$ cat config.mk
export PLATFORM = sky130hd
export DESIGN_NAME = dma_cmd_front
export DESIGN_NICKNAME = d
export VERILOG_FILES = /design/src/rtl/dma_cmd_pkg.sv /design/src/rtl/dma_cmd_ctrl.sv /design/src/rtl/dma_cmd_dp.sv /design/src/rtl/dma_cmd_front.sv
export SDC_FILE = /design/constraint.sdc
export NUM_CORES = 1
export LEC_CHECK = 0
export ABC_AREA = 1
export BUFFER_PORTS_ARGS = -buffer_cell sky130_fd_sc_hd__buf_2
export CAP_MARGIN = 20
export CORE_MARGIN = 1.5
export CORE_UTILIZATION = 30
export CTS_CLUSTER_SIZE = 14
export DETAILED_ROUTE_END_ITERATION = 10
export PLACE_DENSITY = 0.5
export SLEW_MARGIN = 20
export SYNTH_ARGS = -nofsm -noshare
export SYNTH_HDL_FRONTEND = slang
export SYNTH_SLANG_ARGS = --single-unit
export TNS_END_PERCENT = 1
$ cat constraint.sdc
create_clock -name clk -period 4.5 [get_ports clk]
set_input_delay 0.9 -clock clk [delete_from_list [all_inputs] [get_ports clk]]
set_output_delay 0.9 -clock clk [all_outputs]
set_load 0.01 [all_outputs]
$ cat src/rtl/dma_cmd_pkg.sv
package dma_cmd_pkg;

  // operation codes carried in bits 7:4 of a function-port byte
  localparam logic [3:0] OP_SET_IO   = 4'h0;
  localparam logic [3:0] OP_SET_ADDR = 4'h2;
  localparam logic [3:0] OP_GET_ADDR = 4'h3;
  localparam logic [3:0] OP_SET_CNT  = 4'h4;
  localparam logic [3:0] OP_GET_CNT  = 4'h5;
  localparam logic [3:0] OP_GET_STAT = 4'h6;
  localparam logic [3:0] OP_SET_MODE = 4'h7;
  localparam logic [3:0] OP_SET_ARB  = 4'h8;
  localparam logic [3:0] OP_MASK     = 4'h9;
  localparam logic [3:0] OP_UNMASK   = 4'hA;
  localparam logic [3:0] OP_CLEAR    = 4'hD;

  // strobes and selection handed from control to datapath
  typedef struct packed {
    logic [3:0] op;        // latched operation
    logic [3:0] chan;      // latched channel
    logic [1:0] byteIdx;   // current byte of the sequence
    logic       wrGo;      // qualified execute write
    logic       rdGo;      // qualified execute read
    logic [3:0] fnChan;    // channel field of the current function write
    logic       maskStb;
    logic       unmaskStb;
    logic       clearStb;
  } cmd_stb_t;

  // number of execute bytes an operation expects (status is open-ended)
  function automatic logic [2:0] opLen(input logic [3:0] op);
    case (op)
      OP_SET_ADDR, OP_GET_ADDR:          opLen = 3'd3;
      OP_SET_CNT, OP_GET_CNT, OP_SET_IO: opLen = 3'd2;
      OP_SET_MODE, OP_SET_ARB:           opLen = 3'd1;
      default:                           opLen = 3'd0;
    endcase
  endfunction

  function automatic logic isReadOp(input logic [3:0] op);
    isReadOp = (op == OP_GET_ADDR) || (op == OP_GET_CNT) || (op == OP_GET_STAT);
  endfunction

endpackage

$ cat src/rtl/dma_cmd_ctrl.sv
module dma_cmd_ctrl
  import dma_cmd_pkg::*;
#(
  parameter int NCH = 8,
  parameter int ADDR_W = 5,
  parameter logic [ADDR_W-1:0] FN_OFS = ADDR_W'(8'h18),
  parameter logic [ADDR_W-1:0] EXE_OFS = ADDR_W'(8'h1A)
) (
  input  logic              clk,
  input  logic              rstN,
  input  logic              hostWr,
  input  logic              hostRd,
  input  logic [ADDR_W-1:0] hostAddr,
  input  logic [7:0]        hostWdata,
  output cmd_stb_t          stb
);

  logic [3:0] opQ, chanQ;
  logic [1:0] idxQ;
  logic fnWr, exeWrRaw, exeRdRaw, chanOk, newChanOk, rdOp, inRange;
  logic wrGo, rdGo, advance;
  logic [3:0] newOp, newChan;

  always_comb begin
    fnWr      = hostWr && (hostAddr == FN_OFS);
    exeWrRaw  = hostWr && (hostAddr == EXE_OFS);
    exeRdRaw  = hostRd && !hostWr && (hostAddr == EXE_OFS);
    newOp     = hostWdata[7:4];
    newChan   = hostWdata[3:0];
    chanOk    = int'(chanQ) < NCH;
    newChanOk = int'(newChan) < NCH;
    rdOp      = isReadOp(opQ);
    inRange   = (opQ == OP_GET_STAT) || (({1'b0, idxQ} < opLen(opQ)) && chanOk);
    wrGo      = exeWrRaw && inRange && !rdOp;
    rdGo      = exeRdRaw && inRange && rdOp;
    advance   = (wrGo || rdGo) && (opQ != OP_GET_STAT);
  end

  always_ff @(posedge clk or negedge rstN) begin
    if (!rstN) begin
      opQ   <= OP_CLEAR;
      chanQ <= '0;
      idxQ  <= '0;
    end else if (fnWr) begin
      opQ   <= newOp;
      chanQ <= newChan;
      idxQ  <= '0;
    end else if (advance) begin
      idxQ  <= idxQ + 2'd1;
    end
  end

  always_comb begin
    stb.op        = opQ;
    stb.chan      = chanQ;
    stb.byteIdx   = idxQ;
    stb.wrGo      = wrGo;
    stb.rdGo      = rdGo;
    stb.fnChan    = newChan;
    stb.maskStb   = fnWr && (newOp == OP_MASK) && newChanOk;
    stb.unmaskStb = fnWr && (newOp == OP_UNMASK) && newChanOk;
    stb.clearStb  = fnWr && (newOp == OP_CLEAR);
  end


  fn_seq_reset_chk: assert property (@(posedge clk) disable iff (!rstN)
    fnWr |=> (idxQ == 2'd0) && (opQ == $past(newOp)));


  seq_hold_chk: assert property (@(posedge clk) disable iff (!rstN)
    ((exeWrRaw || exeRdRaw) && !inRange) |=> $stable(idxQ));

endmodule

$ cat src/rtl/dma_cmd_dp.sv
module dma_cmd_dp
  import dma_cmd_pkg::*;
#(
  parameter int NCH = 8   // 1..8: status fits one byte
) (
  input  logic            clk,
  input  logic            rstN,
  input  cmd_stb_t        stb,
  input  logic [7:0]      wdata,
  input  logic [NCH-1:0]  tcPulse,
  output logic [7:0]      rdByte,
  output logic [24*NCH-1:0] chAddr,
  output logic [16*NCH-1:0] chCount,
  output logic [16*NCH-1:0] chIoPort,
  output logic [8*NCH-1:0]  chMode,
  output logic [4*NCH-1:0]  chArb,
  output logic [NCH-1:0]    chMask
);

  logic [NCH-1:0] tcQ, rdClr;

  for (genvar i = 0; i < NCH; i++) begin : g_ch
    logic [23:0] addrQ;
    logic [15:0] cntQ, ioQ;
    logic [7:0]  modeQ;
    logic [3:0]  arbQ;
    logic        maskQ;
    logic        hit, fnHit;

    assign hit   = stb.wrGo && (stb.chan == 4'(i));
    assign fnHit = (stb.fnChan == 4'(i));

    always_ff @(posedge clk or negedge rstN) begin
      if (!rstN) begin
        addrQ <= '0; cntQ <= '0; ioQ <= '0; modeQ <= '0; arbQ <= '0; maskQ <= 1'b1;
      end else if (stb.clearStb) begin
        addrQ <= '0; cntQ <= '0; ioQ <= '0; modeQ <= '0; arbQ <= '0; maskQ <= 1'b1;
      end else begin
        if (hit) begin
          case (stb.op)
            OP_SET_ADDR: begin
              case (stb.byteIdx)
                2'd0:    addrQ[7:0]   <= wdata;
                2'd1:    addrQ[15:8]  <= wdata;
                default: addrQ[23:16] <= wdata;
              endcase
            end
            OP_SET_CNT: begin
              if (stb.byteIdx[0]) cntQ[15:8] <= wdata;
              else                cntQ[7:0]  <= wdata;
            end
            OP_SET_IO: begin
              if (stb.byteIdx[0]) ioQ[15:8] <= wdata;
              else                ioQ[7:0]  <= wdata;
            end
            OP_SET_MODE: modeQ <= wdata;
            OP_SET_ARB:  arbQ  <= wdata[3:0];
            default: ;
          endcase
        end
        if (stb.maskStb && fnHit)        maskQ <= 1'b1;
        else if (stb.unmaskStb && fnHit) maskQ <= 1'b0;
      end
    end

    assign chAddr[i*24 +: 24]   = addrQ;
    assign chCount[i*16 +: 16]  = cntQ;
    assign chIoPort[i*16 +: 16] = ioQ;
    assign chMode[i*8 +: 8]     = modeQ;
    assign chArb[i*4 +: 4]      = arbQ;
    assign chMask[i]            = maskQ;


    tc_keep_chk: assert property (@(posedge clk) disable iff (!rstN)
      (tcPulse[i] && !stb.clearStb) |=> tcQ[i]);


    unmask_chk: assert property (@(posedge clk) disable iff (!rstN)
      (stb.unmaskStb && fnHit) |=> !maskQ);
  end

  // sticky terminal-count flags, cleared by the status read that returns them
  assign rdClr = (stb.rdGo && (stb.op == OP_GET_STAT)) ? tcQ : '0;

  always_ff @(posedge clk or negedge rstN) begin
    if (!rstN)              tcQ <= '0;
    else if (stb.clearStb)  tcQ <= '0;
    else                    tcQ <= (tcQ & ~rdClr) | tcPulse;
  end

  // read byte of the selected register
  int          chIdx;
  logic [23:0] curAddr;
  logic [15:0] curCnt;

  always_comb begin
    chIdx   = (int'(stb.chan) < NCH) ? int'(stb.chan) : 0;
    curAddr = chAddr[chIdx*24 +: 24];
    curCnt  = chCount[chIdx*16 +: 16];
    case (stb.op)
      OP_GET_ADDR: begin
        case (stb.byteIdx)
          2'd0:    rdByte = curAddr[7:0];
          2'd1:    rdByte = curAddr[15:8];
          default: rdByte = curAddr[23:16];
        endcase
      end
      OP_GET_CNT:  rdByte = stb.byteIdx[0] ? curCnt[15:8] : curCnt[7:0];
      OP_GET_STAT: rdByte = 8'(tcQ);
      default:     rdByte = 8'h00;
    endcase
  end


  clear_state_chk: assert property (@(posedge clk) disable iff (!rstN)
    stb.clearStb |=> (&chMask) && (chAddr == '0) && (tcQ == '0));

endmodule

$ cat src/rtl/dma_cmd_front.sv
module dma_cmd_front
  import dma_cmd_pkg::*;
#(
  parameter int NCH = 8,
  parameter int ADDR_W = 5,
  parameter logic [ADDR_W-1:0] FN_OFS = ADDR_W'(8'h18),
  parameter logic [ADDR_W-1:0] EXE_OFS = ADDR_W'(8'h1A)
) (
  input  logic              clk,
  input  logic              rstN,
  input  logic              hostWr,
  input  logic              hostRd,
  input  logic [ADDR_W-1:0] hostAddr,
  input  logic [7:0]        hostWdata,
  output logic [7:0]        hostRdata,
  input  logic [NCH-1:0]    tcPulse,
  output logic [24*NCH-1:0] chAddr,
  output logic [16*NCH-1:0] chCount,
  output logic [16*NCH-1:0] chIoPort,
  output logic [8*NCH-1:0]  chMode,
  output logic [4*NCH-1:0]  chArb,
  output logic [NCH-1:0]    chMask
);

  cmd_stb_t   stb;
  logic [7:0] rdByte;

  dma_cmd_ctrl #(.NCH(NCH), .ADDR_W(ADDR_W), .FN_OFS(FN_OFS), .EXE_OFS(EXE_OFS)) u_ctrl (
    .clk(clk), .rstN(rstN), .hostWr(hostWr), .hostRd(hostRd),
    .hostAddr(hostAddr), .hostWdata(hostWdata), .stb(stb)
  );

  dma_cmd_dp #(.NCH(NCH)) u_dp (
    .clk(clk), .rstN(rstN), .stb(stb), .wdata(hostWdata), .tcPulse(tcPulse),
    .rdByte(rdByte), .chAddr(chAddr), .chCount(chCount), .chIoPort(chIoPort),
    .chMode(chMode), .chArb(chArb), .chMask(chMask)
  );

  assign hostRdata = stb.rdGo ? rdByte : 8'h00;


  rdata_idle_chk: assert property (@(posedge clk) disable iff (!rstN)
    !(hostRd && !hostWr && (hostAddr == EXE_OFS)) |-> (hostRdata == 8'h00));

endmodule

# == After elaboration in Yosys (flattened, before gate mapping) ==
# Index checks and enable logic that the tools add are counted.
# classes
add_sub_neg,1
n_mul,1
magnitude_cmp,3
eq_ne,30
n_shift,2
muxes,124
bitwise_logic,3
n_reduce_logical,151
# ops
cell,count
16-bit two-way mux,34
24-bit two-way mux,17
8-bit two-way mux,26
192-bit by 32-bit variable part select with 24-bit output,1
3-bit AND reduction,56
128-bit by 32-bit variable part select with 16-bit output,1
4-bit two-way mux,18
"4-bit by 3-bit equality test with 1-bit output, second input constant",12
1-bit logical AND,40
2-bit nonzero test,17
"32-bit by 3-bit multiplier with 29-bit output, second input constant",1
2-bit AND reduction,16
"4-bit by 2-bit equality test with 1-bit output, second input constant",6
1-bit two-way mux,24
8-bit case mux with 3 select lines,1
3-bit nonzero test,8
"4-bit equality test, second input constant",4
8-bit case mux with 2 select lines,1
4-bit zero test,3
"5-bit equality test, second input constant",2
8-bit AND,1
"4-bit by 1-bit equality test with 1-bit output, second input constant",2
"4-bit < comparator, second input constant",2
8-bit inverter,1
14 further kinds,21
# word_totals
register_bits,570
elab_cells,399

# == Logic depth before layout (Yosys ltp) ==
# Gate-level depths: netlist of the first run.
# depth
word_depth,14
ltp_mapped,22
ltp_nobuf,19

# == By module ==
# From an unflattened synthesis of the first run, not the netlist that was laid out.
# unflattened
hier_cells,2843
area_unflattened_um2,24419.7
# modules_own_cells
module,n_inst,cells_each,area_per_inst_um2,seq_area_each_um2
dma_cmd_dp,1,2725,23642.7,14023.4
dma_cmd_ctrl,1,101,711.9,254.0
dma_cmd_front,1,17,65.1,0.0

# == Worst setup path after synthesis of the first run ==
# OpenSTA, ideal clock, no wires.
# synth_timing
path_type,flip-flop to output port
from,register u_ctrl.chanQ[1]
to,output port hostRdata[3]
arrival_ns,3.202
required_ns,3.600
setup_slack_ns,0.398
path_stages_with_launch,21
path_cell_list,dfrtp_1 -> inv_1 -> nor2_1 -> inv_1 -> clkbuf_1 -> ha_1 -> inv_1 -> ha_1 -> buf_2 -> nand2_1 -> inv_1 -> clkbuf_1 -> clkbuf_1 -> nand3_1 -> nand4_1 -> nand2_1 -> nand3_1 -> nand2_1 -> nor2_1 -> nand2_1 -> a21oi_1
# synth_between
elab_chain_len,7
# synth_lines
element,line,rtl
from (decl),dma_cmd_ctrl.sv:18,"logic [3:0] opQ, chanQ;"
from (signal assigned),dma_cmd_ctrl.sv:46,chanQ <= newChan;
4-bit < comparator,"dma_cmd_ctrl.sv:30, dma_cmd_dp.sv:97",
4-bit two-way mux,dma_cmd_dp.sv:97,chIdx = (int'(stb.chan) < NCH) ? int'(stb.chan) : 0;
32-bit by 3-bit multiplier with 29-bit output,dma_cmd_dp.sv:98,curAddr = chAddr[chIdx*24 +: 24];
192-bit by 32-bit variable part select with 24-bit output,dma_cmd_dp.sv:98,
8-bit case mux with 2 select lines,dma_cmd_dp.sv:102,case (stb.byteIdx)
8-bit case mux with 3 select lines,dma_cmd_dp.sv:100,case (stb.op)
8-bit two-way mux (*),dma_cmd_front.sv:39,assign hostRdata = stb.rdGo ? rdByte : 8'h00;
to (decl),dma_cmd_front.sv:15,"output logic [7:0] hostRdata,"
# Every way passes the cells marked *; elsewhere a longest branch is shown, timed or not.

# == Worst setup path after layout of the first run ==
# layout_timing
from,register u_ctrl.chanQ[1]
to,output port hostRdata[5]
# Same word-level chain as after synthesis.

==> PnR_summary.wiki, run 1 <==
{| class="wikitable"
! Metric !! Value
|-
| TritonCTS sink count || 570
|-
| Wire length after detailed routing || between 100000 and 150000 um
|-
| Post-DRT Antenna Nets || 0
|-
| Die Outline Area || 93400 um2
|-
| Most used DFF post-synth || sky130_fd_sc_hd__dfrtp_1
|-
| Worst Skew || slightly below 20 ps
|-
| 1st-pass router iterations || 5
|-
| Clock latency at the later pin of the worst-skew pair || roughly 640 ps
|-
| Global-route congestion overflow total || 0
|-
| Slew headroom || 0.256
|-
| Post-Syn Area per Cell || slightly below 8 um2
|-
| Number of I/O port buffers || ~580
|-
| Placed wire-length estimate after detailed placement || roughly 90000 um
|-
| Fmax || between 0.2 and 0.25 GHz
|-
| Hold buffer count at cts || 0
|-
| Number of standard-cell rows in the floorplan || 110
|-
| Power Total || between 10 and 15 mW
|-
| Post-synth design cell area || 27500 um2
|-
| Sequential element share of the synthesized area || 0.520
|-
| Post-DR vias/cell || about 5.1
|-
| Standard cell core area || 90400 um2
|-
| Final cell count without fillers || ~5300
|-
| Root Buffer Master || sky130_fd_sc_hd__clkbuf_16
|-
| H-tree level count || 3
|-
| Max stage delay cell, worst path || sky130_fd_sc_hd__dfrtp_1
|-
| Series of cell instances along the critical path || inv_2, nor2_4, inv_2, ha_1, inv_1, ha_4, nor2_4, buf_12, buf_6, nand3_1, nand2_1, inv_1, nand2_1, nand2_1, nand2_1, nand2_1, nand2_1, nand4_1, a21oi_2, buf_2
|-
| TritonCTS clock tree || built
|-
| Synth unique cells || 38
|-
| Worst-margin pin slew || between 1000 and 1500 ps
|-
| Highest fanout seen on the critical path || 10
|-
| Clk pin slew, worst setup/hold paths || 60 ps
|-
| I/O pin count || 585
|-
| Proportion of layout cells with a drive suffix above 1 || 0.218
|-
| Via count || around 27000
|-
| Iteration-0 DRC count of the detailed router || around 2400
|-
| Syn Nets || 3556
|-
| First-pass GRT wire length || ~190000 um
|-
| Number of clock buffers inserted by TritonCTS || 68
|-
| Number of synthesized register bits || between 500 and 600
|-
| Final period util || 0.978
|-
| Maximum count of clock buffers along a single path || 3
|-
| Number of enable-type register cells in the synthesized netlist || 0
|-
| IR drop worst, VDD || roughly 0.25 mV
|-
| Initial antenna violation count || 2
|-
| Data required time at the worst endpoint || ~3600 ps
|-
| Worst min path class || input port to async pin
|-
| Classification of the worst setup path || flop to output port
|-
| Type of element launching the critical path || flop
|-
| Drt wl/cell || 24.6 um
|-
| Effective utilization at floorplan || 0.304
|-
| Pwr dens || roughly 370 nW/um2
|-
| Number of max-cap violations || 0
|-
| Crit path capture type || output port
|-
| Buffers & Inverters on Critical Path || 7
|-
| Final weighted congestion in routability-driven placement || between 0.9 and 1
|-
| Setup repair after global routing missed its margin || yes
|-
| Share of synthesized flip-flops with an asynchronous set or reset || 1.00
|-
| Core occupancy in the finished layout || 0.380
|-
| Cell repeated most along the worst path || sky130_fd_sc_hd__nand2_1
|-
| Post-layout net count || about 4000
|-
| Maximum number of pins on one net before global-route repair || roughly 180
|-
| Die outline width || slightly above 300 um
|-
| Total instance count after detailed placement || ~5000
|-
| Status || finished, final reports clean
|-
| Time the final worst path needs with I/O delays and setup || around 4400 ps
|-
| Crit path max-delay family || simple AND/OR/NAND/NOR gates
|-
| Mapped Cells || between 3000 and 4000
|-
| Warnings from Yosys || 0
|-
| Vertical die dimension || about 310 um
|-
| Count of endpoints failing setup in the final report || 0
|-
| Final count of pins violating max slew || 0
|-
| Final hold violation count || 0
|-
| Arrival time reported for the critical path endpoint || 3500 ps
|-
| Slowest cell delay on critical path || around 370 ps
|-
| Growth of design area from synthesis to finish || 25.1%
|-
| Leakage dissipation || ~17 nW
|-
| Vias in the first global route || 25600
|-
| Count of unresolved DRC violations after routing || 0
|-
| Total routing usage reported by global routing || 0.273
|}
[worst paths after layout]
path                       cells after the start                     end  slack [ps]           startpoint
max                                           20            hostRdata[5]         100      u_ctrl.chanQ[1]
min                                            1     u_dp.g_ch[0].ioQ[5]         320                 rstN
max reg2reg                                   14  u_dp.g_ch[0].addrQ[17]         940        u_ctrl.opQ[2]
min reg2reg                                    2     u_dp.g_ch[6].ioQ[7]         480  u_dp.g_ch[6].ioQ[7]
max in group asynchronous                      3    u_dp.g_ch[4].arbQ[3]        3080                 rstN
min in group clk                               3             u_dp.tcQ[5]         480           tcPulse[5]
[synth_stat cells, types with 8 or more instances]
master | count | area, um2
sky130_fd_sc_hd__o21ai_1 | 24 | 120
sky130_fd_sc_hd__buf_2 | 101 | 505
sky130_fd_sc_hd__nand3_1 | 396 | 1980
sky130_fd_sc_hd__a21oi_1 | 53 | 265
sky130_fd_sc_hd__clkbuf_1 | 113 | 424
sky130_fd_sc_hd__o21ai_0 | 595 | 2980
sky130_fd_sc_hd__nand2_4 | 8 | 90.1
sky130_fd_sc_hd__ha_1 | 8 | 100
sky130_fd_sc_hd__nand2_1 | 1239 | 4650
sky130_fd_sc_hd__o211ai_1 | 31 | 233
sky130_fd_sc_hd__nand2_2 | 8 | 50.1
sky130_fd_sc_hd__inv_1 | 189 | 709
sky130_fd_sc_hd__buf_1 | 10 | 37.5
sky130_fd_sc_hd__dfrtp_1 | 559 | 14000
sky130_fd_sc_hd__nor2_1 | 82 | 308
sky130_fd_sc_hd__nand4_1 | 38 | 238
sky130_fd_sc_hd__buf_4 | 8 | 60.1
sky130_fd_sc_hd__dfstp_2 | 11 | 289
[worst register-to-register path, stage by stage, from the launching register on]
cell	delay, ps
sky130_fd_sc_hd__dfstp_2	540
sky130_fd_sc_hd__inv_1	70
sky130_fd_sc_hd__nor2_4	140
sky130_fd_sc_hd__nand2_1	80
sky130_fd_sc_hd__nor2_2	80
sky130_fd_sc_hd__buf_4	210
sky130_fd_sc_hd__nor2_1	70
sky130_fd_sc_hd__ha_1	200
sky130_fd_sc_hd__nor2_1	150
sky130_fd_sc_hd__nand2_1	80
sky130_fd_sc_hd__nand2_2	190
sky130_fd_sc_hd__nand3_1	120
sky130_fd_sc_hd__nand2_2	520
sky130_fd_sc_hd__nand3_1	640
sky130_fd_sc_hd__o21ai_0	350
[what timing repair did]
item | CTS | global route
pin swaps | 2 | 7
endpoints found under the setup margin | 8 | 8
setup buffers | 3 | 3
gates resized for setup | 28 | 28
cloned | 1 | 0
[layer usage]
layer / up-vias / part of all wire / track usage
li1: 12600 / - / -
met3: 173 / 0.076 / 0.0598
met1: 13100 / 0.43 / 0.365
met4: 0 / 0.034 / 0.103
met2: 1035 / 0.46 / 0.433
met5: - / 0 / 0
[cells by family after synthesis]
group | after synthesis | share of synthesized area
adders and majority gates | 8 | 0.00364
buffers and inverters | 440 | 0.0692
AOI/OAI and AO/OA | 708 | 0.132
xor gates and xnor gates | 1 | 0.000319
and+or+nand+nor | 1796 | 0.275
DFF | 570 | 0.520
[placed cells by master (no fill, tap or decap), drive strengths merged]
cell type  count
diode          1
ha             8
xnor2          1
nor4           1
clkbuf        96
nand2       1255
dfrtp        559
clkinvlp       3
o21ai        620
nand3b         1
a31oi          2
nand4         40
o21bai         1
inv          193
clkinv        20
dfstp         11
nand3        399
bufinv         5
a21oi         53
or2            1
nor2          92
o31ai          1
bufbuf         1
nor3           7
buf          696
o211ai        31
[stage by stage]
step | TNS [ps] | setup slack [ps] | hold slack [ps] | area (um2)
2_1_floorplan | 0 | 398 | 453 | 27500
3_3_place_gp | 0 | 434 | 461 | 31800
3_5_place_dp | 0 | 325 | 468 | 31800
4_1_cts | -2.48 | -2.48 | 324 | 34200
5_1_grt | -53.3 | -19.0 | 373 | 34400
6_report | 0 | 97.5 | 318 | 34400
[where the power goes]
part	internal [mW]	switching, mW
combinational	0.507	1.34
clock	3.39	2.33
sequential	5.18	0.0366
total	9.08	3.70
[state kept, by name, summed over array words and instances, names as in the netlist]
register and cells:
u_ctrl.chanQ 4, u_ctrl.idxQ 2, u_ctrl.opQ 4, u_dp.g_ch.addrQ 192, u_dp.g_ch.arbQ 32, u_dp.g_ch.cntQ 128
u_dp.g_ch.ioQ 128, u_dp.g_ch.maskQ 8, u_dp.g_ch.modeQ 64, u_dp.tcQ 8
[cell type report]
class	instances	area [um2]
antenna	1	2.50
clock buffer	96	2000
clock inverter	23	278
fill	9448	56100
inverter	198	759
multi-input combinational	2513	11500
sequential	570	14300
tap	1176	1470
timing repair buffer	697	4120
Note: power is estimated with default switching activity, not from simulation.
==> run 2, diff against run 1 <==
--- a/config.mk
+++ b/config.mk
@@ -8,6 +8,7 @@
 export ABC_AREA = 1
 export BUFFER_PORTS_ARGS = -buffer_cell sky130_fd_sc_hd__buf_2
 export CAP_MARGIN = 20
+export CORE_ASPECT_RATIO = 1.5
 export CORE_MARGIN = 1.5
 export CORE_UTILIZATION = 30
 export CTS_CLUSTER_SIZE = 14
==> PnR_summary.wiki, run 2 (synthesis results as in run 1) <==
{| class="wikitable"
! Metric !! Value
|-
| Vertical die dimension || 374 um (+22%)
|-
| Reg-to-reg startpoint || u_ctrl.opQ[2]
|-
| Hold buffer count at cts || 0 (unchanged)
|-
| Clk pin slew, worst setup/hold paths || 70 ps (about the same)
|-
| Via count || 26600 (-1.2%)
|-
| Clock latency at the later pin of the worst-skew pair || 660 ps (+20 ps)
|-
| Smallest hold slack || 301 ps (-16.8 ps)
|-
| Max stage delay cell, worst path || sky130_fd_sc_hd__buf_12
|-
| Growth of design area from synthesis to finish || 24.3%
|-
| Status || finished, final reports clean
|-
| Final weighted congestion in routability-driven placement || 0.988 (+6.0%)
|-
| I/O pin count || 585 (unchanged)
|-
| Type of element launching the critical path || flop
|-
| Total instance count after detailed placement || 5126 (-0.41%)
|-
| Final count of pins violating max slew || 0 (unchanged)
|-
| Worst Skew || 22.1 ps (+2.87 ps)
|-
| Worst min path class || input port to async pin
|-
| 1st-pass router iterations || 6 (+1)
|-
| Wire length after detailed routing || 132000 um (+2.0%)
|-
| Cell area after layout || 34200 um2 (-0.59%)
|-
| H-tree level count || 2 (-1)
|-
| Fmax || 0.225 GHz (-0.73%)
|-
| Worst-margin pin slew || 1150 ps (+36.1 ps)
|-
| Number of I/O port buffers || 584 (unchanged)
|-
| TritonCTS clock tree || built
|-
| Crit path capture type || output port
|-
| Worst Setup SP || u_ctrl.chanQ[3]
|-
| Iteration-0 DRC count of the detailed router || 2173 (-11%)
|-
| Global-route congestion overflow total || 0 (unchanged)
|-
| Most common cell after layout, fill and taps aside || sky130_fd_sc_hd__nand2_1
|-
| Proportion of layout cells with a drive suffix above 1 || 0.218 (-0.000805)
|-
| First-pass GRT wire length || 190000 um (+1.8%)
|-
| Leakage dissipation || 17.3 nW (-0.59%)
|-
| Total routing usage reported by global routing || 0.278 (+0.00492)
|-
| TritonCTS sink count || 570 (unchanged)
|-
| Root Buffer Master || sky130_fd_sc_hd__clkbuf_16
|-
| Number of standard-cell rows in the floorplan || 135 (+23%)
|-
| Data required time at the worst endpoint || 3600 ps (about the same)
|-
| Highest fanout seen on the critical path || 175 (+165)
|-
| Buffers & Inverters on Critical Path || 3 (-4)
|-
| Classification of the worst setup path || flop to output port
|-
| Post-DRT Antenna Nets || 0 (unchanged)
|-
| Slew headroom || 0.229 (-0.0269)
|-
| Most frequent cells in the layout || sky130_fd_sc_hd__nand2_1, sky130_fd_sc_hd__o21ai_0, sky130_fd_sc_hd__buf_2
|-
| Count of unresolved DRC violations after routing || 0 (unchanged)
|-
| Biggest registers after layout || u_dp.g_ch.addrQ x192, u_dp.g_ch.cntQ x128, u_dp.g_ch.ioQ x128
|-
| Initial antenna violation count || 1 (-1)
|-
| Number of clock buffers inserted by TritonCTS || 57 (-16%)
|-
| Slowest cell delay on critical path || 610 ps (+240 ps)
|-
| Number of inserted diodes || 0 (-1)
|-
| Final period util || 0.986 (+0.00720)
|-
| Series of cell instances along the critical path || buf_6, nor2_4, buf_12, nand2_1, nand3_1, o21ai_0, nor2_1, nand2_1, nand3_1, nor2_1, nor2_2, nand2_2, a21oi_2, buf_2
|-
| Post-DP Area || 31700 um2 (-0.20%)
|-
| Arrival time reported for the critical path endpoint || 3530 ps (+30 ps)
|-
| Maximum number of pins on one net before global-route repair || 176 (unchanged)
|-
| Crit path max-delay family || simple AND/OR/NAND/NOR gates
|-
| Number of flip-flops in the largest register || 192 (unchanged)
|-
| Number of max-cap violations || 0 (unchanged)
|-
| Die outline width || 250 um (-18%)
|-
| Setup repair after global routing missed its margin || yes
|-
| IR drop worst, VDD || 0.439 mV (+77%)
|-
| Die Outline Area || 93500 um2 (about the same)
|-
| Time the final worst path needs with I/O delays and setup || 4430 ps (+32.4 ps)
|-
| Count of endpoints failing setup in the final report || 0 (unchanged)
|-
| Effective utilization at floorplan || 0.304 (-0.000378)
|-
| Pwr dens || 365 nW/um2 (-1.9%)
|-
| Maximum count of clock buffers along a single path || 3 (unchanged)
|-
| Placed wire-length estimate after detailed placement || 95900 um (+4.6%)
|-
| Post-layout net count || 4064 (-0.42%)
|-
| Final cell count without fillers || 5244 (-0.57%)
|-
| Final hold violation count || 0 (unchanged)
|-
| Drt wl/cell || 25.2 um (+2.6%)
|-
| Top register by number of flip-flops || u_dp.g_ch.addrQ
|-
| Standard cell core area || 90500 um2 (+0.12%)
|-
| Post-DR vias/cell || 5.07 (-0.66%)
|-
| Vias in the first global route || 25800 (+0.86%)
|}
run 2: per-stage QoR:
step                      power (mW)   util  setup slack (ps)  TNS [ps]
after floorplan                 6.22      -               398         0
after global placement          7.08  0.350               294         0
after detailed placement        7.08  0.350               312         0
after CTS                       12.5  0.377              11.4         0
after global routing            12.9  0.377             -59.0      -254
final                           12.5  0.377              65.1         0
run 2: final timing paths:
path | to | slack (ps) | cells past startpoint
min | u_dp.g_ch[6].ioQ[11] | 300 | 1
max in group asynchronous | u_dp.g_ch[2].modeQ[5] | 3040 | 2
min reg2reg | u_dp.g_ch[7].ioQ[6] | 480 | 2
max | hostRdata[2] | 70 | 14
min in group clk | u_dp.tcQ[3] | 460 | 3
max reg2reg | u_dp.g_ch[7].addrQ[16] | 1010 | 16
run 2: layout make-up:
cell class / count / area [um2]
repair inverters: 1 / 7.51
clock buffers: 78 / 1670
fillers: 9605 / 56400
inverters: 198 / 761
repair buffers: 690 / 4120
flip-flops and latches: 570 / 14300
multi-input cells: 2513 / 11500
well taps: 1164 / 1460
clock inverters: 30 / 424
run 2: routing by layer:
metal | global-route usage | part of all wire | up-vias | routed length [um]
li1 | - | - | 12600 | -
met1 | 0.332 | 0.39 | 12900 | 51800
met2 | 0.475 | 0.49 | 925 | 64700
met3 | 0.0597 | 0.066 | 217 | 8800
met4 | 0.132 | 0.053 | 0 | 7050
met5 | 0 | 0 | - | 0
run 2: power by group:
part           internal, mW  switching (mW)
registers              5.17          0.0370
clock network          3.07            2.26
logic                 0.525            1.39
total                  8.77            3.69
run 2: what timing repair did:
| item | CTS | global route |
|---|---|---|
| buffers inserted | 6 | 0 |
| cloned | 4 | 0 |
| gates resized for setup | 43 | 10 |
| endpoints found under the setup margin | 8 | 8 |
| pin swaps | 12 | 6 |
